### src/rtl/pwr_pkg.sv
// Shared state codes and state-class helpers for the low-power controller.
// Assumes: codes are visible at the top-level state_o port and must not move.
package pwr_pkg;

    typedef enum logic [3:0] {
        ST_NORMAL    = 4'd0,
        ST_HALT      = 4'd1,
        ST_EHALT     = 4'd2,
        ST_HALT_SNP  = 4'd3,
        ST_EHALT_SNP = 4'd4,
        ST_SG_PEND   = 4'd5,
        ST_SG        = 4'd6,
        ST_ESG       = 4'd7,
        ST_SG_SNP    = 4'd8,
        ST_ESG_SNP   = 4'd9,
        ST_SLEEP     = 4'd10,
        ST_WAKE      = 4'd11,
        ST_DEEP      = 4'd12,
        ST_DEEPER    = 4'd13
    } pwr_state_e;

    // Number of break-event kinds tracked by the pending latch.
    localparam int unsigned NUM_BRK = 4;

    // True in the states where all internal clocks are stopped.
    function automatic logic in_sleep_fam(pwr_state_e s);
        return (s == ST_SLEEP) || (s == ST_WAKE) || (s == ST_DEEP) || (s == ST_DEEPER);
    endfunction

    // True in the stop-grant states and their snoop variants.
    function automatic logic in_sg_fam(pwr_state_e s);
        return (s == ST_SG) || (s == ST_ESG) || (s == ST_SG_SNP) || (s == ST_ESG_SNP);
    endfunction

endpackage

### src/rtl/pwr_edge_det.sv
// Rising-edge detector for a bank of level request pins.
// Assumes: inputs are already synchronous to clk. The history register
// resets to zero, so a pin held high through reset reads as a rise.
module pwr_edge_det #(
    parameter int unsigned W = 3
) (
    input  logic         clk,
    input  logic         rst_n,
    input  logic [W-1:0] lvl,
    output logic [W-1:0] rise
);
    logic [W-1:0] prev_q;

    for (genvar i = 0; i < W; i++) begin : g_bit
        // Remember last sampled level of this pin.
        always_ff @(posedge clk) begin
            if (!rst_n) prev_q[i] <= 1'b0;
            else        prev_q[i] <= lvl[i];
        end
        assign rise[i] = lvl[i] & ~prev_q[i];
    end
endmodule

### src/rtl/pwr_timer.sv
// One-shot down-counter used for the fixed stop-grant delay and for the
// wake stabilization wait. A load arms it with CYCLES-1; expire is high
// while armed at zero and keep is high, so the owner sees expire exactly
// CYCLES edges after the loading edge. Dropping keep disarms it.
// Assumes: CYCLES >= 1; a load while armed is ignored.
module pwr_timer #(
    parameter int unsigned CYCLES = 20
) (
    input  logic clk,
    input  logic rst_n,
    input  logic load,
    input  logic keep,
    output logic expire
);
    localparam int unsigned CW = (CYCLES > 1) ? $clog2(CYCLES) : 1;
    localparam logic [CW-1:0] LOAD_VAL = CW'(CYCLES - 1);

    logic [CW-1:0] cnt_q;
    logic          armed_q;

    // Arm, count down, or disarm when the owner leaves the waiting state.
    always_ff @(posedge clk) begin
        if (!rst_n) begin
            cnt_q   <= '0;
            armed_q <= 1'b0;
        end else if (load && !armed_q) begin
            cnt_q   <= LOAD_VAL;
            armed_q <= 1'b1;
        end else if (!keep) begin
            armed_q <= 1'b0;
        end else if (armed_q && cnt_q != '0) begin
            cnt_q <= cnt_q - 1'b1;
        end
    end

    assign expire = armed_q && keep && (cnt_q == '0);
endmodule

### src/rtl/pwr_evt_latch.sv
// Pending break-event store: one sticky bit per event kind, set while the
// controller grants stop-clock, handed out as a single-cycle pulse in the
// first cycle back in Normal and cleared there.
// Assumes: capture and release are never high in the same cycle.
module pwr_evt_latch #(
    parameter int unsigned N = 4
) (
    input  logic         clk,
    input  logic         rst_n,
    input  logic         capture,
    input  logic         release_now,
    input  logic         flush,
    input  logic [N-1:0] evt,
    output logic [N-1:0] deliver,
    output logic         any_pend
);
    logic [N-1:0] pend_q;

    // Collect events, drop them on flush or after they were delivered.
    always_ff @(posedge clk) begin
        if (!rst_n)            pend_q <= '0;
        else if (flush)        pend_q <= '0;
        else if (release_now)  pend_q <= '0;
        else if (capture)      pend_q <= pend_q | evt;
    end

    assign deliver  = release_now ? pend_q : '0;
    assign any_pend = |pend_q;
endmodule

### src/rtl/pwr_state_fsm.sv
// Power-state sequencer. Holds the current state, the state a stop grant
// was requested from, which stop-grant flavour Sleep was entered from, and
// the sticky error flag. Timer expiries and pin edges come from siblings.
// Assumes: strobes last one cycle; request pins are synchronous levels.
module pwr_state_fsm
    import pwr_pkg::*;
#(
    parameter int unsigned NCORES = 2
) (
    input  logic              clk,
    input  logic              rst_n,
    input  logic [NCORES-1:0] core_halt,
    input  logic              ext_halt_en,
    input  logic              ext_stop_en,
    input  logic              stop_req,
    input  logic              sleep_req,
    input  logic              deep_req,
    input  logic              deeper_req,
    input  logic              sleep_rise,
    input  logic              deep_rise,
    input  logic              deeper_rise,
    input  logic              snoop_start,
    input  logic              snoop_done,
    input  logic              any_brk,
    input  logic              reinit_req,
    input  logic              any_pend,
    input  logic              sg_expire,
    input  logic              wake_expire,
    output pwr_state_e        cur,
    output pwr_state_e        nxt,
    output logic              err_q
);
    pwr_state_e origin_q;
    logic       sg_ext_q;
    logic       illegal;
    logic       all_halted;

    assign all_halted = &core_halt;

    // Detect pin sequences the platform must not produce.
    always_comb begin
        illegal = 1'b0;
        if (sleep_rise && !(cur == ST_SG || cur == ST_ESG)) illegal = 1'b1;
        if (deep_rise && cur != ST_SLEEP)                   illegal = 1'b1;
        if (deeper_rise && cur != ST_DEEP)                  illegal = 1'b1;
        if (snoop_start && in_sleep_fam(cur))               illegal = 1'b1;
    end

    // Next-state selection; re-init wins except inside a stop grant.
    always_comb begin
        nxt = cur;
        if (reinit_req && !in_sg_fam(cur)) begin
            nxt = ST_NORMAL;
        end else begin
            unique case (cur)
                ST_NORMAL: begin
                    if (stop_req)        nxt = ST_SG_PEND;
                    else if (all_halted) nxt = ext_halt_en ? ST_EHALT : ST_HALT;
                end
                ST_HALT, ST_EHALT: begin
                    if (any_brk)          nxt = ST_NORMAL;
                    else if (stop_req)    nxt = ST_SG_PEND;
                    else if (snoop_start) nxt = (cur == ST_HALT) ? ST_HALT_SNP : ST_EHALT_SNP;
                end
                ST_HALT_SNP:  if (snoop_done) nxt = ST_HALT;
                ST_EHALT_SNP: if (snoop_done) nxt = ST_EHALT;
                ST_SG_PEND: begin
                    if (!stop_req)      nxt = origin_q;
                    else if (sg_expire) nxt = ext_stop_en ? ST_ESG : ST_SG;
                end
                ST_SG, ST_ESG: begin
                    if (!stop_req)
                        nxt = (origin_q == ST_NORMAL || any_pend) ? ST_NORMAL : origin_q;
                    else if (sleep_rise)
                        nxt = ST_SLEEP;
                    else if (snoop_start)
                        nxt = (cur == ST_SG) ? ST_SG_SNP : ST_ESG_SNP;
                end
                ST_SG_SNP:  if (snoop_done) nxt = ST_SG;
                ST_ESG_SNP: if (snoop_done) nxt = ST_ESG;
                ST_SLEEP: begin
                    if (!sleep_req)     nxt = sg_ext_q ? ST_ESG : ST_SG;
                    else if (deep_rise) nxt = ST_DEEP;
                end
                ST_DEEP: begin
                    if (!deep_req)        nxt = ST_WAKE;
                    else if (deeper_rise) nxt = ST_DEEPER;
                end
                ST_DEEPER: if (!deeper_req) nxt = ST_DEEP;
                ST_WAKE:   if (wake_expire) nxt = ST_SLEEP;
                default:   nxt = ST_NORMAL;
            endcase
        end
    end

    // State register.
    always_ff @(posedge clk) begin
        if (!rst_n) cur <= ST_NORMAL;
        else        cur <= nxt;
    end

    // Remember where a stop request began, for the way back.
    always_ff @(posedge clk) begin
        if (!rst_n)                                   origin_q <= ST_NORMAL;
        else if (nxt == ST_SG_PEND && cur != ST_SG_PEND) origin_q <= cur;
    end

    // Remember which stop-grant flavour was granted, for leaving Sleep.
    always_ff @(posedge clk) begin
        if (!rst_n)                                   sg_ext_q <= 1'b0;
        else if (cur == ST_SG_PEND && nxt == ST_ESG)  sg_ext_q <= 1'b1;
        else if (cur == ST_SG_PEND && nxt == ST_SG)   sg_ext_q <= 1'b0;
    end

    // Sticky error flag, cleared only by block reset.
    always_ff @(posedge clk) begin
        if (!rst_n)       err_q <= 1'b0;
        else if (illegal) err_q <= 1'b1;
    end
endmodule

### src/rtl/pwr_state_ctrl.sv
// Top of the low-power state controller. Wires the pin edge detectors, the
// stop-grant delay and wake stabilization timers, the pending-event latch
// and the sequencer, and decodes the clock and request outputs from state.
// Assumes: all inputs synchronous to clk; STOP_DELAY and WAKE_CYCLES >= 1.
module pwr_state_ctrl
    import pwr_pkg::*;
#(
    parameter int unsigned NCORES      = 2,
    parameter int unsigned STOP_DELAY  = 20,
    parameter int unsigned WAKE_CYCLES = 750
) (
    input  logic              clk,
    input  logic              rst_n,
    input  logic [NCORES-1:0] core_halt,
    input  logic              ext_halt_en,
    input  logic              ext_stop_en,
    input  logic              stop_req,
    input  logic              sleep_req,
    input  logic              deep_req,
    input  logic              deeper_req,
    input  logic              snoop_start,
    input  logic              snoop_done,
    input  logic              brk_mgmt,
    input  logic              brk_init,
    input  logic              brk_nmi,
    input  logic              brk_intr,
    input  logic              reinit_req,
    input  logic              sg_ack_resp,
    output logic [3:0]        state_o,
    output logic              core_clk_en,
    output logic              bus_clk_may_stop,
    output logic              snoop_ok,
    output logic              low_op_req,
    output logic [3:0]        evt_deliver,
    output logic              err_flag
);
    localparam int unsigned NPIN = 3;

    pwr_state_e        cur, nxt;
    logic [NPIN-1:0]   pin_lvl, pin_rise;
    logic [NUM_BRK-1:0] brk_vec, dlv;
    logic              sg_expire, wake_expire, any_pend, err_q;

    assign pin_lvl = {deeper_req, deep_req, sleep_req};
    assign brk_vec = {brk_intr, brk_nmi, brk_init, brk_mgmt};

    pwr_edge_det #(.W(NPIN)) u_edge (
        .clk  (clk),
        .rst_n(rst_n),
        .lvl  (pin_lvl),
        .rise (pin_rise)
    );

    pwr_timer #(.CYCLES(STOP_DELAY)) u_sg_tmr (
        .clk   (clk),
        .rst_n (rst_n),
        .load  (cur == ST_SG_PEND && sg_ack_resp),
        .keep  (cur == ST_SG_PEND),
        .expire(sg_expire)
    );

    pwr_timer #(.CYCLES(WAKE_CYCLES)) u_wake_tmr (
        .clk   (clk),
        .rst_n (rst_n),
        .load  (cur != ST_WAKE && nxt == ST_WAKE),
        .keep  (cur == ST_WAKE),
        .expire(wake_expire)
    );

    pwr_evt_latch #(.N(NUM_BRK)) u_evt (
        .clk        (clk),
        .rst_n      (rst_n),
        .capture    (in_sg_fam(cur)),
        .release_now(cur == ST_NORMAL),
        .flush      (reinit_req),
        .evt        (brk_vec),
        .deliver    (dlv),
        .any_pend   (any_pend)
    );

    pwr_state_fsm #(.NCORES(NCORES)) u_fsm (
        .clk        (clk),
        .rst_n      (rst_n),
        .core_halt  (core_halt),
        .ext_halt_en(ext_halt_en),
        .ext_stop_en(ext_stop_en),
        .stop_req   (stop_req),
        .sleep_req  (sleep_req),
        .deep_req   (deep_req),
        .deeper_req (deeper_req),
        .sleep_rise (pin_rise[0]),
        .deep_rise  (pin_rise[1]),
        .deeper_rise(pin_rise[2]),
        .snoop_start(snoop_start),
        .snoop_done (snoop_done),
        .any_brk    (|brk_vec),
        .reinit_req (reinit_req),
        .any_pend   (any_pend),
        .sg_expire  (sg_expire),
        .wake_expire(wake_expire),
        .cur        (cur),
        .nxt        (nxt),
        .err_q      (err_q)
    );

    // Decode clock enables and requests from the current state.
    always_comb begin
        core_clk_en      = 1'b0;
        bus_clk_may_stop = 1'b0;
        low_op_req       = 1'b0;
        unique case (cur)
            ST_NORMAL, ST_SG_PEND, ST_HALT_SNP, ST_SG_SNP: core_clk_en = 1'b1;
            ST_EHALT_SNP, ST_ESG_SNP: begin
                core_clk_en = 1'b1;
                low_op_req  = 1'b1;
            end
            ST_EHALT, ST_ESG:    low_op_req       = 1'b1;
            ST_DEEP, ST_DEEPER:  bus_clk_may_stop = 1'b1;
            default: ;
        endcase
    end

    assign snoop_ok    = !in_sleep_fam(cur);
    assign state_o     = cur;
    assign evt_deliver = dlv;
    assign err_flag    = err_q;
endmodule

### config.mk
export PLATFORM = sky130hd
export DESIGN_NAME = pwr_state_ctrl
export DESIGN_NICKNAME = d
export VERILOG_FILES = /design/src/rtl/pwr_pkg.sv /design/src/rtl/pwr_edge_det.sv /design/src/rtl/pwr_timer.sv /design/src/rtl/pwr_evt_latch.sv /design/src/rtl/pwr_state_fsm.sv /design/src/rtl/pwr_state_ctrl.sv
export SDC_FILE = /design/constraint.sdc
export NUM_CORES = 1
export LEC_CHECK = 0
export BUFFER_PORTS_ARGS = -buffer_cell sky130_fd_sc_hd__buf_2
export CAP_MARGIN = 40
export CORE_ASPECT_RATIO = 1.1
export CORE_MARGIN = 3
export CORE_UTILIZATION = 50
export DETAILED_ROUTE_END_ITERATION = 6
export PLACE_DENSITY = 0.79
export SLEW_MARGIN = 10
export SYNTH_ARGS = -nofsm -noshare
export SYNTH_HDL_FRONTEND = slang
export SYNTH_SLANG_ARGS = --single-unit
export TNS_END_PERCENT = 20
### constraint.sdc
create_clock -name clk -period 2.3 [get_ports clk]
set_input_delay 0.23 -clock clk [delete_from_list [all_inputs] [get_ports clk]]
set_output_delay 0.23 -clock clk [all_outputs]
set_load 0.03 [all_outputs]
=== After elaboration in Yosys (flattened, before gate mapping) ===
Cells that the tools add are included.

* Add/subtract/negate cells: 2
* Eq/ne operators: 23
* Multiplexer cells: 48
* Bitwise gates (word level): 8
* Reductions and logical operators: 56

{| class="wikitable"
|+ Operators with widths
! operator !! count
|-
| two-way mux 4 bit || 23
|-
| one-hot mux 4 bit (12 select lines) || 1
|-
| two-way mux 10 bit || 3
|-
| == test 4 x 3 -> 1 bit, second input constant || 7
|-
| == test 4 bit, second input constant || 7
|-
| logical AND 1 bit || 18
|-
| two-way mux 1 bit || 16
|-
| two-way mux 5 bit || 3
|-
| inequality test 4 bit, second input constant || 3
|-
| OR reduction 4 bit || 3
|-
| logical NOT 10 bit || 1
|-
| AND reduction 2 bit || 5
|-
| nonzero test 10 bit || 1
|-
| nonzero test 2 bit || 5
|-
| OR reduction 2 bit || 5
|-
| subtractor 10 x 1 -> 10 bit, second input constant || 1
|-
| == test 4 x 2 -> 1 bit, second input constant || 2
|-
| logical NOT 4 bit || 2
|-
| logical OR 1 bit || 7
|-
| OR reduction 6 bit || 1
|-
| logical NOT 1 bit || 5
|-
| logical NOT 5 bit || 1
|-
| nonzero test 5 bit || 1
|-
| subtractor 5 x 1 -> 5 bit, second input constant || 1
|-
| 9 further kinds || 15
|}

* Flip-flop bits (word level): 34
* Input bits: 18
* Logic and storage cells: 151

=== Logic depth before layout (Yosys ltp) ===
Gate-level depths: netlist (run 1).

* Word-level depth: 12
* Mapped depth: 9
* Mapped depth without buffers: 9

=== By module ===
A second synthesis (run 1) with hierarchy kept.

* Cells, all modules: 287
* Area, all modules: 2,434.8 um^2

{| class="wikitable"
|+ By module, submodules not included
! module !! times used !! cells an instance !! area an instance (um^2)
|-
| pwr_state_fsm || 1 || 133 || 1,066.0
|-
| pwr_timer at u_wake_tmr || 1 || 66 || 575.6
|-
| pwr_timer at u_sg_tmr || 1 || 34 || 299.0
|-
| pwr_state_ctrl || 1 || 27 || 210.2
|-
| pwr_evt_latch || 1 || 18 || 163.9
|-
| pwr_edge_det || 1 || 9 || 120.1
|}

=== Worst setup path before layout (run 1) ===
Ideal clock, no wire load.

* Path type: flip-flop to flip-flop
* Start: reg u_fsm.cur[3]
* End: reg u_wake_tmr.cnt_q[4]
* Library setup time: 0.116 ns
* Arrival time: 2.135 ns
* Data required time: 2.184 ns
* Setup slack: 0.049 ns
* Cell stages (with the launch flop): 8
* Path buffers: 0
* Clock period less this slack: 2.251 ns
* Cell sequence: dfxtp_1 -> or3_1 -> a21oi_1 -> o211ai_1 -> or4_4 -> nor4_4 -> nand2_1 -> and3_1

* Word-level cells in the longest chain between the ends: 11

{| class="wikitable"
|+ Ends and longest elaborated chain
! what !! line !! text
|-
| start: declaration || pwr_state_fsm.sv:29 || <nowiki>output pwr_state_e cur,</nowiki>
|-
| start signal: assignment || pwr_state_fsm.sv:99 || <nowiki>else cur <= nxt;</nowiki>
|-
| == test 4 x 3 -> 1 bit (tied with other cells) || pwr_pkg.sv:32, pwr_state_fsm.sv:55, pwr_state_fsm.sv:77 ||
|-
| two-way mux 1 bit (tied with other cells) || pwr_state_fsm.sv:77 || <nowiki>nxt = (cur == ST_SG) ? ST_SG_SNP : ST_ESG_SNP;</nowiki>
|-
| two-way mux 4 bit (tied with other cells) || pwr_state_fsm.sv:76 || <nowiki>else if (snoop_start)</nowiki>
|-
| two-way mux 4 bit (tied with other cells) || pwr_state_fsm.sv:74 || <nowiki>else if (sleep_rise)</nowiki>
|-
| two-way mux 4 bit (tied with other cells) || pwr_state_fsm.sv:72 || <nowiki>if (!stop_req)</nowiki>
|-
| one-hot mux 4 bit (12 select lines) or logical AND 1 bit (tied branches) || pwr_state_fsm.sv:55, pwr_state_fsm.sv:52 ||
|-
| two-way mux 4 bit || pwr_state_fsm.sv:52 || <nowiki>if (reinit_req && !in_sg_fam(cur)) begin</nowiki>
|-
| == test 4 bit || pwr_state_ctrl.sv:65 || <nowiki>.load (cur != ST_WAKE && nxt == ST_WAKE),</nowiki>
|-
| logical AND 1 bit || pwr_state_ctrl.sv:65 ||
|-
| logical AND 1 bit || pwr_timer.sv:26 || <nowiki>end else if (load && !armed_q) begin</nowiki>
|-
| OR reduction 2 bit (no source line) || -- ||
|-
| end signal: assignment || pwr_timer.sv:32 || <nowiki>cnt_q <= cnt_q - 1'b1;</nowiki>
|-
| end: declaration || pwr_timer.sv:18 || <nowiki>logic [CW-1:0] cnt_q;</nowiki>
|}

Parallel ways exist; a longest one is shown, timed or not.
A chain may end at the register's enable or synchronous reset.

=== Worst setup path in the final report (run 1) ===
* Start: reg u_wake_tmr.cnt_q[5]
* End: reg u_fsm.origin_q[1]

* Word-level cells in the longest chain between the ends: 7

{| class="wikitable"
|+ Ends and longest elaborated chain
! what !! line !! text
|-
| logical NOT 10 bit || pwr_timer.sv:36 || <nowiki>assign expire = armed_q && keep && (cnt_q == '0);</nowiki>
|-
| logical AND 1 bit || pwr_timer.sv:36 ||
|-
| two-way mux 4 bit || pwr_state_fsm.sv:90 || <nowiki>ST_WAKE: if (wake_expire) nxt = ST_SLEEP;</nowiki>
|-
| one-hot mux 4 bit (12 select lines) || pwr_state_fsm.sv:55 || <nowiki>unique case (cur)</nowiki>
|-
| two-way mux 4 bit || pwr_state_fsm.sv:52 ||
|-
| == test 4 x 3 -> 1 bit || pwr_state_fsm.sv:105 || <nowiki>else if (nxt == ST_SG_PEND && cur != ST_SG_PEND) origin_q <= cur;</nowiki>
|-
| logical AND 1 bit || pwr_state_fsm.sv:105 ||
|-
| end signal: assignment || pwr_state_fsm.sv:105 ||
|-
| end: declaration || pwr_state_fsm.sv:33 || <nowiki>pwr_state_e origin_q;</nowiki>
|}

Every way passes these cells.

==> results of run 1 <==
layout by cell type (no fill, tap or decap), types with 5 or more instances in the layout:
cell / netlist / layout
nand3_1: 7 / 7
nor3_1: 8 / 8
inv_1: 8 / 8
dfxtp_1: 34 / 33
o21ai_0: 13 / 11
and2_1: 6 / 6
nor2_1: 25 / 25
buf_4: 0 / 38
nor4_1: 5 / 5
clkbuf_8: 0 / 6
o211ai_1: 5 / 5
a21oi_1: 20 / 20
buf_2: 8 / 30
nand2_1: 28 / 28
nor2b_1: 13 / 13
xnor2_1: 9 / 9
xor2_1: 5 / 5
synth_stat cells, types with 5 or more instances:
| cell type | instances | area (um2) |
|---|---|---|
| clkbuf_1 | 5 | 18.8 |
| a21oi_1 | 20 | 100 |
| inv_1 | 8 | 30.0 |
| nand3_1 | 7 | 35.0 |
| buf_2 | 8 | 40.0 |
| xor2_1 | 5 | 43.8 |
| o211ai_1 | 5 | 37.5 |
| nand2_1 | 28 | 105 |
| nor4_1 | 5 | 31.3 |
| and2_1 | 6 | 37.5 |
| xnor2_1 | 9 | 78.8 |
| nor3_1 | 8 | 40.0 |
| nor2_1 | 25 | 93.8 |
| nor2b_1 | 13 | 81.3 |
| o21ai_0 | 13 | 65.1 |
| dfxtp_1 | 34 | 681 |
metal layers:
metal  track usage  vias to the layer above  share of wire
met1         0.286                     1008           0.45
met4         0.102                        0          0.022
li1              -                     1092              -
met3        0.0317                       12          0.042
met5             0                        -              0
met2         0.413                       60           0.49
cell families (layout without fill, tap and decap cells):
family / count (synthesis) / in the layout / share of synthesized area
compound gates: 63 / 63 / 0.188
xor+xnor: 14 / 14 / 0.0576
fa+ha+maj: 4 / 4 / 0.0235
buf+inv: 22 / 86 / 0.0435
flops: 34 / 34 / 0.320
mux: 5 / 5 / 0.0241
simple gates: 126 / 126 / 0.344
worst register-to-register path, delay by kind of cell (launching register included):
kind | cells | cell delay [ns]
mux | 1 | 0.12
simple gates | 4 | 1.27
flops | 1 | 0.31
compound gates | 1 | 0.19
buf+inv | 2 | 0.33
how the worst max path moves through the flow:
| stage | slack [ns] | from | to | cells after the start |
|---|---|---|---|---|
| after floorplan | 0.05 | u_fsm.cur[3] | u_wake_tmr.cnt_q[4] | 7 |
| after global placement | -0.03 | u_sg_tmr.cnt_q[0] | u_wake_tmr.cnt_q[7] | 11 |
| after detailed placement | -0.08 | u_sg_tmr.cnt_q[0] | u_wake_tmr.cnt_q[6] | 11 |
| after CTS | 0.003 | u_fsm.cur[2] | low_op_req | 7 |
| after global routing | -0.15 | u_wake_tmr.cnt_q[5] | u_wake_tmr.armed_q | 8 |
| final | -0.007 | u_wake_tmr.cnt_q[5] | u_fsm.origin_q[1] | 8 |
where the power goes:
| group | total (W) | leakage [nW] | internal (W) | switching (W) |
|---|---|---|---|---|
| registers | 0.000611 | 0.276 | 0.000601 | 0.00000974 |
| logic | 0.000370 | 0.839 | 0.000167 | 0.000203 |
| clock network | 0.000434 | 0.0431 | 0.000231 | 0.000204 |
| total | 0.00142 | 1.16 | 0.000999 | 0.000416 |
metrics by stage:
step / cell area, um2 / total power [W]
after floorplan: 2130 / 0.000825
after global placement: 2600 / 0.000952
after detailed placement: 2600 / 0.000958
after CTS: 2730 / 0.00141
after global routing: 2750 / 0.00148
final: 2750 / 0.00142
sequential cells by signal (all words and copies together), names as in the netlist:
signal,cells
u_fsm.origin_q,4
u_wake_tmr.cnt_q,10
u_wake_tmr.armed_q,1
u_fsm.err_q,1
u_evt.pend_q,4
u_sg_tmr.armed_q,1
u_fsm.sg_ext_q,1
u_edge.prev_q,3
u_sg_tmr.cnt_q,5
u_fsm.cur,4
final cells by class:
class                   instances  area share
multi-input cells             212       0.507
repair buffers                 72       0.181
inverters                       8      0.0109
clock buffers                   6      0.0300
well taps                      52      0.0236
flip-flops and latches         34       0.248
timing repair:
item / 4_1_cts / 5_1_grt
setup buffers: 1 / 2
gates resized for setup: 4 / 7
hold buffers: 0 / 0
endpoints found under the setup margin: 9 / 17
pin swaps: 3 / 4
hold endpoints to repair: 0 / 0
==> impl_metrics.py, run 1 <==
metrics = {
    "global_route": {
        "grt_pass1_vias": 1991,
        "track_usage": 0.236,
        "grt_first_pass_wirelength_um": 8980,
        "grt_overflow": 0,
        "antenna_found_initial": 0,
        "grt_max_degree": 27,
    },
    "status": {
        "violations": "negative setup slack",
        "status": "finished, violations left",
    },
    "critical_path": {
        "reg2reg_to": "u_fsm.origin_q[1]",
        "r2r-start": "u_wake_tmr.cnt_q[5]",
        "cp-start-kind": "flop",
        "worst-path-buf-inv": 2,
        "worstPathCellList": "or3_1 -> nor4bb_2 -> a211oi_1 -> nor4_4 -> buf_12 -> nor4_4 -> buf_4 -> mux2i_1",
        "critPathCaptureType": "flop",
        "reg2reg_depth": 8,
        "cp_max_fo": 4,
        "cpPeakStageDelay_ns": 0.45,
        "path_delay_family": "simple AND/OR/NAND/NOR gates",
        "crit_slowest_cell": "nor4_4",
        "regToRegSetupSlack_ns": -0.007,
        "worstPathArrival_ns": 2.48,
        "path_class": "flop to flop",
        "path_common_cell": "nor4_4",
        "crit_required_ns": 2.48,
    },
    "layout": {
        "area_growth_syn_to_layout_pct": 29.3,
        "fin_cells": 384,
        "seqCellArea_um2": 682,
        "multi_input_area_um2": 1400,
        "n_fill_cell": 316,
        "layout-drive-gt1-share": 0.280,
        "postLayoutCoreUtil": 0.684,
        "num_antenna_cells": 0,
        "num-nets-final": 355,
    },
    "clock_network": {
        "root_buffer": "clkbuf_8",
        "clock-sinks": 34,
        "cts_buffers": 5,
        "cts_tree": "done",
        "htree_levels": 2,
        "cts.clk_slew.worst_paths_ns": 0.07,
        "cts_buffer_depth": 2,
        "clk_latency_ns": 0.29,
    },
    "floorplanning": {
        "num_io_pins": 31,
        "core_um2": 4020,
        "die_area_um2": 5080,
        "initial_utilization": 0.529,
        "die_y_um": 74.4,
        "fp.dieW_um": 68.2,
        "fp-row-count": 24,
    },
    "placed_design": {
        "routabilityCongestion": 0.852,
        "place_inst": 377,
        "portBuffers": 30,
        "dp_slack_ns": -0.0847,
        "hpwl_um": 4060,
    },
    "timing": {
        "finalSetupViolations": 2,
        "tightestPinTransition_ns": 0.518,
        "finalCriticalPeriod_ns": 2.31,
        "tns_ns": -0.0129,
        "whs_ns": 0.187,
        "skew_ns": 0.0116,
        "relSlewSlack": 0.650,
        "slew_viol_final": 0,
        "finalHoldViolCount": 0,
        "rsz0062_at_grt": "true",
        "clock.fmax_mhz": 433,
        "layout_setup_ws_ns": -0.00696,
        "fin_crit_sh": 1.00,
    },
    "yosys": {
        "synth_flop_cell": "dfxtp_1",
        "synth_cells": 268,
        "synthArstFlopShare": 0,
        "synth_area_per_cell_um2": 7.95,
        "netlist_area_um2": 2130,
        "yosysWarnings": 0,
        "syn_nets": 290,
        "synth-seq-cells": 34,
        "ys_types": 52,
        "synth_edf_count": 0,
        "yosysSeqAreaShare": 0.320,
    },
    "hold_path": {
        "worstHoldStart": "brk_init",
        "holdPathEnd": "u_evt.pend_q[1]",
        "hold_path_class": "input pin to flop",
        "hold_depth": 3,
    },
    "pwr": {
        "p_leak_nw": 1.16,
        "ir_drop_v": 0.000371,
        "powerDensity_nw_per_um2": 514,
    },
    "detailed_routing": {
        "first_pass_iters": 4,
        "drc": 0,
        "routed_via_density": 5.66,
        "drt-total-wl_um": 5650,
        "avgRoutedWirePerCell_um": 14.7,
        "via_count": 2172,
        "drtIter0Drc": 167,
        "drtAntennaViolNets": 0,
    },
    "run": {
        "maxCapViolCount": 0,
    },
}
Note: power is estimated with default switching activity, not from simulation.
==> run 2: changes to the inputs <==
==> constraint.sdc (replaced) <==
create_clock -name clk -period 2 [get_ports clk]
set_input_delay 0.2 -clock clk [delete_from_list [all_inputs] [get_ports clk]]
set_output_delay 0.2 -clock clk [all_outputs]
set_load 0.03 [all_outputs]
==> run 2 against run 1 <==
Register-to-register slack got worse by 0.32 ns. First-iteration DRC count rose by 62%. Hold slack worse by 0.038 ns. Design area rose by 11%. Count of clock-buffer cells in the layout increased by 1. Highest routed layer unchanged. The flow still finishes with violations (negative setup slack). Sequential share of layout area down 1.9 points. Total power is 22% higher. Critical path type unchanged. Sequential power rose by 17%. Global-route usage increased by 2.5 points. Critical path depth up 1. Non-clock buffer count up 27.
==> impl_metrics.py, run 2 (synthesis gave the netlist of run 1 again) <==
metrics = {
    "status": {
        "status": "finished, violations left",
        "violations": "negative setup slack",
    },
    "timing": {
        "finalCriticalPeriod_ns": 2.33,
        "tns_ns": -3.50,
        "skew_ns": 0.00878,
        "rsz0062_at_grt": "true",
        "fin_crit_sh": 1.16,
        "layout_setup_ws_ns": -0.328,
        "whs_ns": 0.149,
        "relSlewSlack": 0.724,
        "finalHoldViolCount": 0,
        "tightestPinTransition_ns": 0.413,
        "slew_viol_final": 0,
        "clock.fmax_mhz": 430,
        "finalSetupViolations": 16,
    },
    "pwr": {
        "p_leak_nw": 1.30,
        "p_total_w": 0.00173,
        "powerDensity_nw_per_um2": 567,
        "p_seq_frac": 0.413,
        "internal-power_w": 0.00119,
        "swShare": 0.313,
        "clkPwrFrac": 0.312,
        "ir_drop_v": 0.000460,
        "switching_power_w": 0.000540,
        "power_frac_comb": 0.275,
    },
    "placed_design": {
        "portBuffers": 30,
        "hpwl_um": 4420,
        "routabilityCongestion": 0.898,
        "place_inst": 391,
    },
    "critical_path": {
        "crit_required_ns": 2.21,
        "reg2reg_to": "u_fsm.origin_q[1]",
        "cp-endpoint": "u_fsm.origin_q[1]",
        "critPathCaptureType": "flop",
        "cp_max_fo": 10,
        "regToRegSetupSlack_ns": -0.33,
        "crit_start": "u_fsm.cur[0]",
        "cp-start-kind": "flop",
        "r2r-start": "u_fsm.cur[0]",
        "worstPathArrival_ns": 2.54,
        "reg2reg_depth": 9,
        "path_class": "flop to flop",
    },
    "global_route": {
        "grt_max_degree": 19,
        "antenna_found_initial": 0,
        "grt_overflow": 0,
        "track_usage": 0.262,
        "grt_first_pass_wirelength_um": 9970,
        "grt_pass1_vias": 2108,
    },
    "floorplanning": {
        "die_y_um": 74.4,
        "core_um2": 4020,
        "num_io_pins": 31,
        "fp.dieW_um": 68.2,
        "initial_utilization": 0.529,
        "fp-row-count": 24,
        "die_area_um2": 5080,
    },
    "layout": {
        "final_common_cell": "buf_4",
        "num-nets-final": 382,
        "top_register": "u_wake_tmr.cnt_q",
        "multi_input_area_um2": 1470,
        "area_growth_syn_to_layout_pct": 42.9,
        "largest_register_ffs": 10,
        "layout_common_cells": "buf_4 (66), buf_2 (29), dfxtp_1 (29)",
        "num_antenna_cells": 0,
        "seqCellArea_um2": 697,
        "n_fill_cell": 301,
        "fin_cells": 413,
        "reg.largest.list": "u_wake_tmr.cnt_q: 10 flops, u_sg_tmr.cnt_q: 5 flops",
        "layout-drive-gt1-share": 0.388,
    },
    "detailed_routing": {
        "drtIter0Drc": 270,
        "wl_met2_um": 3500,
        "drc": 0,
        "first_pass_iters": 5,
        "routed_via_density": 5.99,
        "drtAntennaViolNets": 0,
        "route.top_layer_used": "met4",
        "met1_length_um": 2780,
        "wl_met3_um": 449,
        "via_count": 2472,
        "drt-total-wl_um": 6940,
        "avgRoutedWirePerCell_um": 16.8,
    },
    "clock_network": {
        "cts_buffers": 5,
        "clk_latency_ns": 0.30,
        "htree_levels": 2,
        "cts.clk_slew.worst_paths_ns": 0.07,
        "root_buffer": "clkbuf_8",
        "ctsHoldBuffers": 0,
        "cts_tree": "done",
        "clock-sinks": 34,
        "cts_buffer_depth": 2,
    },
    "run": {
        "maxCapViolCount": 0,
    },
    "hold_path": {
        "hold_path_class": "input pin to flop",
    },
}
[run 2: per-stage QoR]
step | utilization | cell area [um2] | worst slack [ns]
after floorplan | - | 2180 | -0.0623
after global placement | 0.684 | 2750 | -0.154
after detailed placement | 0.684 | 2750 | -0.209
after CTS | 0.717 | 2890 | -0.175
after global routing | 0.757 | 3040 | -0.445
final | 0.757 | 3040 | -0.328
[run 2: how the worst min path moves through the flow]
stage                        endpoint  slack, ns         startpoint  cells after the start
finish                u_evt.pend_q[1]       0.15           brk_init                      3
global route         u_edge.prev_q[2]       0.15         deeper_req                      2
CTS                   u_evt.pend_q[1]       0.15           brk_init                      3
detailed placement  u_fsm.origin_q[3]       0.42  u_fsm.origin_q[3]                      2
global placement    u_fsm.origin_q[3]       0.42  u_fsm.origin_q[3]                      2
floorplan            u_edge.prev_q[0]       0.32          sleep_req                      1
[run 2: metal layers]
metal,up-vias,GRT usage
li1,1150,-
met1,1178,0.342
met2,121,0.433
met3,23,0.0514
met4,0,0.0817
met5,-,0
[run 2: layout make-up]
cell class / count / area share
Clock buffer: 7 / 0.0284
Clock inverter: 1 / 0.00164
Inverter: 8 / 0.00986
Multi-Input combinational cell: 212 / 0.483
Sequential cell: 34 / 0.229
Tap cell: 52 / 0.0214
Timing Repair Buffer: 99 / 0.227
[run 2: repair_timing]
item | CTS | global route
pin swaps | 10 | 8
hold endpoints to repair | 0 | 0
buffers inserted | 4 | 12
setup endpoints to repair | 17 | 19
gates resized for setup | 12 | 24
[run 2: power by group through the flow]
stage | combinational (W) | clock (W) | sequential (W)
floorplan | 0.000228 | 0 | 0.000731
global placement | 0.000389 | 0 | 0.000730
detailed placement | 0.000396 | 0 | 0.000729
CTS | 0.000411 | 0.000545 | 0.000714
global route | 0.000504 | 0.000578 | 0.000714
finish | 0.000475 | 0.000538 | 0.000713
[run 2: worst max-delay path: stages (launching register included)]
cell and delay [ns]:
dfxtp_4 0.43, nor4bb_2 0.30, buf_4 0.19, o21ai_0 0.10, o211ai_1 0.09, or4_4 0.20, nand3_1 0.17, nor4_4 0.31
buf_4 0.19, mux2i_1 0.26
==> run 3: changes to the inputs <==
--- a/config.mk
+++ b/config.mk
@@ -5,6 +5,7 @@
 export SDC_FILE = /design/constraint.sdc
 export NUM_CORES = 1
 export LEC_CHECK = 0
+export ABC_AREA = 1
 export BUFFER_PORTS_ARGS = -buffer_cell sky130_fd_sc_hd__buf_2
 export CAP_MARGIN = 40
 export CORE_ASPECT_RATIO = 1.1
==> run 3 against run 2 <==
Synthesized cell count increased by 31%. Critical path depth increased by 6. The flow now finishes without violations. Register-to-register slack improved by 0.43 ns. Clock skew increased by 0.00081 ns. Via count decreased by 6.0%. Largest cell class unchanged. Count of clock-buffer cells in the layout unchanged. Total power decreased by 12%.
==> impl_metrics.py, run 3 <==
metrics = {
    "critical_path": {
        "regToRegSetupSlack_ns": 0.10,
        "cpPeakStageDelay_ns": 0.36,
        "crit_required_ns": 2.19,
        "critPathCaptureType": "flop",
        "worstPathArrival_ns": 2.09,
        "path_common_cell": "nand2_1",
        "path_class": "flop to flop",
        "r2r-start": "u_fsm.cur[1]",
        "reg2reg_depth": 15,
        "cp_max_fo": 9,
        "cp-start-kind": "flop",
        "reg2reg_to": "u_wake_tmr.cnt_q[8]",
        "worstPathCellList": "buf_4 -> clkinv_4 -> nand2_2 -> nor2_4 -> nand2_2 -> nor2_4 -> nand2_1 -> nand2_1 -> nor2_1 -> nand2_1 -> nand2_1 -> nor2_2 -> nand2_4 -> nand2_2 -> nor2_1",
        "crit_slowest_cell": "dfxtp_2",
    },
    "yosys": {
        "synth.most_common_cell": "nand2_1",
        "synth_area_per_cell_um2": 6.25,
        "synth_edf_count": 0,
        "synth_common_cells": "nand2_1 (80), nor2_1 (64), inv_1 (52), dfxtp_1 (34), nand3_1 (30)",
        "netlist_area_um2": 2190,
        "yosysSeqAreaShare": 0.310,
        "synth.area.top_cells": "dfxtp_1 (31%), nand2_1 (14%), nor2_1 (11%)",
        "synthArstFlopShare": 0,
        "syn_nets": 373,
        "synth_top_area_share": 0.310,
        "yosysWarnings": 0,
        "yosys.area.top_type": "dfxtp_1",
        "ys_types": 36,
        "synth-seq-cells": 34,
        "synth_cells": 351,
        "synth_flop_cell": "dfxtp_1",
    },
    "detailed_routing": {
        "drt-total-wl_um": 5740,
        "avgRoutedWirePerCell_um": 12.7,
        "routed_via_density": 5.14,
        "drtAntennaViolNets": 0,
        "drtIter0Drc": 234,
        "via_count": 2324,
        "drc": 0,
        "first_pass_iters": 4,
    },
    "layout": {
        "num_antenna_cells": 0,
        "layout-drive-gt1-share": 0.228,
        "top_register": "u_wake_tmr.cnt_q",
        "reg.largest.list": "u_wake_tmr.cnt_q: 10 flops, u_sg_tmr.cnt_q: 5 flops",
        "num-nets-final": 421,
        "largest_register_ffs": 10,
        "layout_common_cells": "nand2_1 (78), nor2_1 (58), inv_1 (49)",
        "final_common_cell": "nand2_1",
        "fin_cells": 452,
        "area_growth_syn_to_layout_pct": 20.1,
    },
    "clock_network": {
        "cts.clk_slew.worst_paths_ns": 0.07,
        "clock-sinks": 34,
        "root_buffer": "clkbuf_8",
        "ctsHoldBuffers": 0,
        "clk_latency_ns": 0.29,
        "cts_buffer_depth": 2,
        "cts_buffers": 5,
        "cts_tree": "done",
        "htree_levels": 2,
    },
    "timing": {
        "finalHoldViolCount": 0,
        "layout_setup_ws_ns": 0.101,
        "skew_ns": 0.00959,
        "whs_ns": 0.101,
        "slew_viol_final": 0,
        "clock.fmax_mhz": 527,
        "tightestPinTransition_ns": 0.518,
        "relSlewSlack": 0.654,
        "rsz0062_at_grt": "true",
        "tns_ns": 0,
        "finalSetupViolations": 0,
        "finalCriticalPeriod_ns": 1.90,
        "fin_crit_sh": 0.950,
    },
    "run": {
        "maxCapViolCount": 0,
    },
    "pwr": {
        "p_leak_nw": 1.35,
        "p_total_w": 0.00152,
        "powerDensity_nw_per_um2": 575,
        "ir_drop_v": 0.000347,
    },
    "floorplanning": {
        "fp.dieW_um": 69.2,
        "die_y_um": 75.5,
        "fp-row-count": 24,
        "initial_utilization": 0.537,
        "core_um2": 4080,
        "die_area_um2": 5220,
        "num_io_pins": 31,
    },
    "hold_path": {
        "hold_path_class": "input pin to flop",
        "holdPathEnd": "u_edge.prev_q[1]",
        "hold_depth": 3,
        "worstHoldStart": "deep_req",
    },
    "placed_design": {
        "dp_slack_ns": 0.0355,
        "place_inst": 437,
        "routabilityCongestion": 0.974,
        "hpwl_um": 4310,
        "portBuffers": 30,
    },
    "global_route": {
        "antenna_found_initial": 0,
        "grt_overflow": 0,
        "grt_use_met1": 0.263,
        "grt_pass1_vias": 2088,
        "grt_first_pass_wirelength_um": 9250,
        "use_met2": 0.396,
        "grt_busiest_layer": "met2",
        "grt_max_degree": 17,
        "use_met3": 0.0422,
        "track_usage": 0.222,
    },
    "status": {
        "status": "complete, no violations",
    },
}
[run 3: changes by cell type in the layout (fill, tap and decap cells not counted), moves of 6 or more]
cell	delta
and2_1	-6
buf_4	-50
inv_1	+43
inv_2	+6
nand2_1	+51
nand2_2	+8
nand3_1	+23
nor2_1	+36
nor2b_1	-11
nor3_1	-6
o21ai_1	-6
xnor2_1	-8
[run 3: repair_timing]
item / CTS / global route
endpoints found under the hold margin: 0 / 0
resized for setup: 0 / 16
setup buffers: 0 / 7
setup endpoints to repair: 0 / 18
[run 3: power breakdown]
part	switching, W	leakage, nW	internal [W]
logic	0.000135	1.02	0.0000648
clock network	0.000245	0.0524	0.000373
registers	0.00000879	0.277	0.000689
total	0.000389	1.35	0.00113
[run 3: per-layer routing]
layer	share of wire	vias to the layer above	routed length [um]
li1	-	1192	-
met1	0.44	1043	2520
met2	0.48	69	2780
met3	0.048	20	275
met4	0.029	0	167
met5	0	-	0
[run 3: through the flow]
stage,utilization,instance area (um2)
3_3_place_gp,0.598,2440
3_5_place_dp,0.598,2440
2_1_floorplan,-,2190
4_1_cts,0.624,2550
5_1_grt,0.645,2640
6_report,0.645,2640
[run 3: worst max-delay path, delay by kind of cell (launching register included)]
| family | cells | cell delay (ns) |
|---|---|---|
| and+or+nand+nor | 13 | 1.21 |
| buffers and inverters | 2 | 0.22 |
| DFF | 1 | 0.36 |
[run 3: how the worst max path moves through the flow]
stage	cells past startpoint	slack (ns)	startpoint	endpoint
floorplan	14	0.17	u_fsm.cur[0]	u_wake_tmr.cnt_q[1]
global placement	15	0.009	u_fsm.cur[1]	u_wake_tmr.cnt_q[1]
detailed placement	15	0.04	u_fsm.cur[1]	u_wake_tmr.cnt_q[8]
CTS	15	0.02	u_fsm.cur[1]	u_wake_tmr.cnt_q[8]
global route	15	-0.04	u_fsm.cur[1]	u_wake_tmr.cnt_q[1]
finish	15	0.10	u_fsm.cur[1]	u_wake_tmr.cnt_q[8]
[run 3: final cells by class]
class	instances	area, um2
clock buffers	7	76.3
well taps	52	65.1
repair buffers	46	270
multi-input cells	254	1290
clock inverters	1	30.0
flip-flops and latches	34	684
inverters	58	223
fillers	381	1450
[run 3: logic make-up (layout without fill, tap and decap cells)]
family,Yosys count,after routing,synth area share
and+or+nand+nor,201,201,0.404
xor gates and xnor gates,10,10,0.0399
DFF,34,34,0.310
muxes,1,1,0.00456
buffers and inverters,63,112,0.117
AOI/OAI and AO/OA,38,38,0.101
adders and majority gates,4,4,0.0228
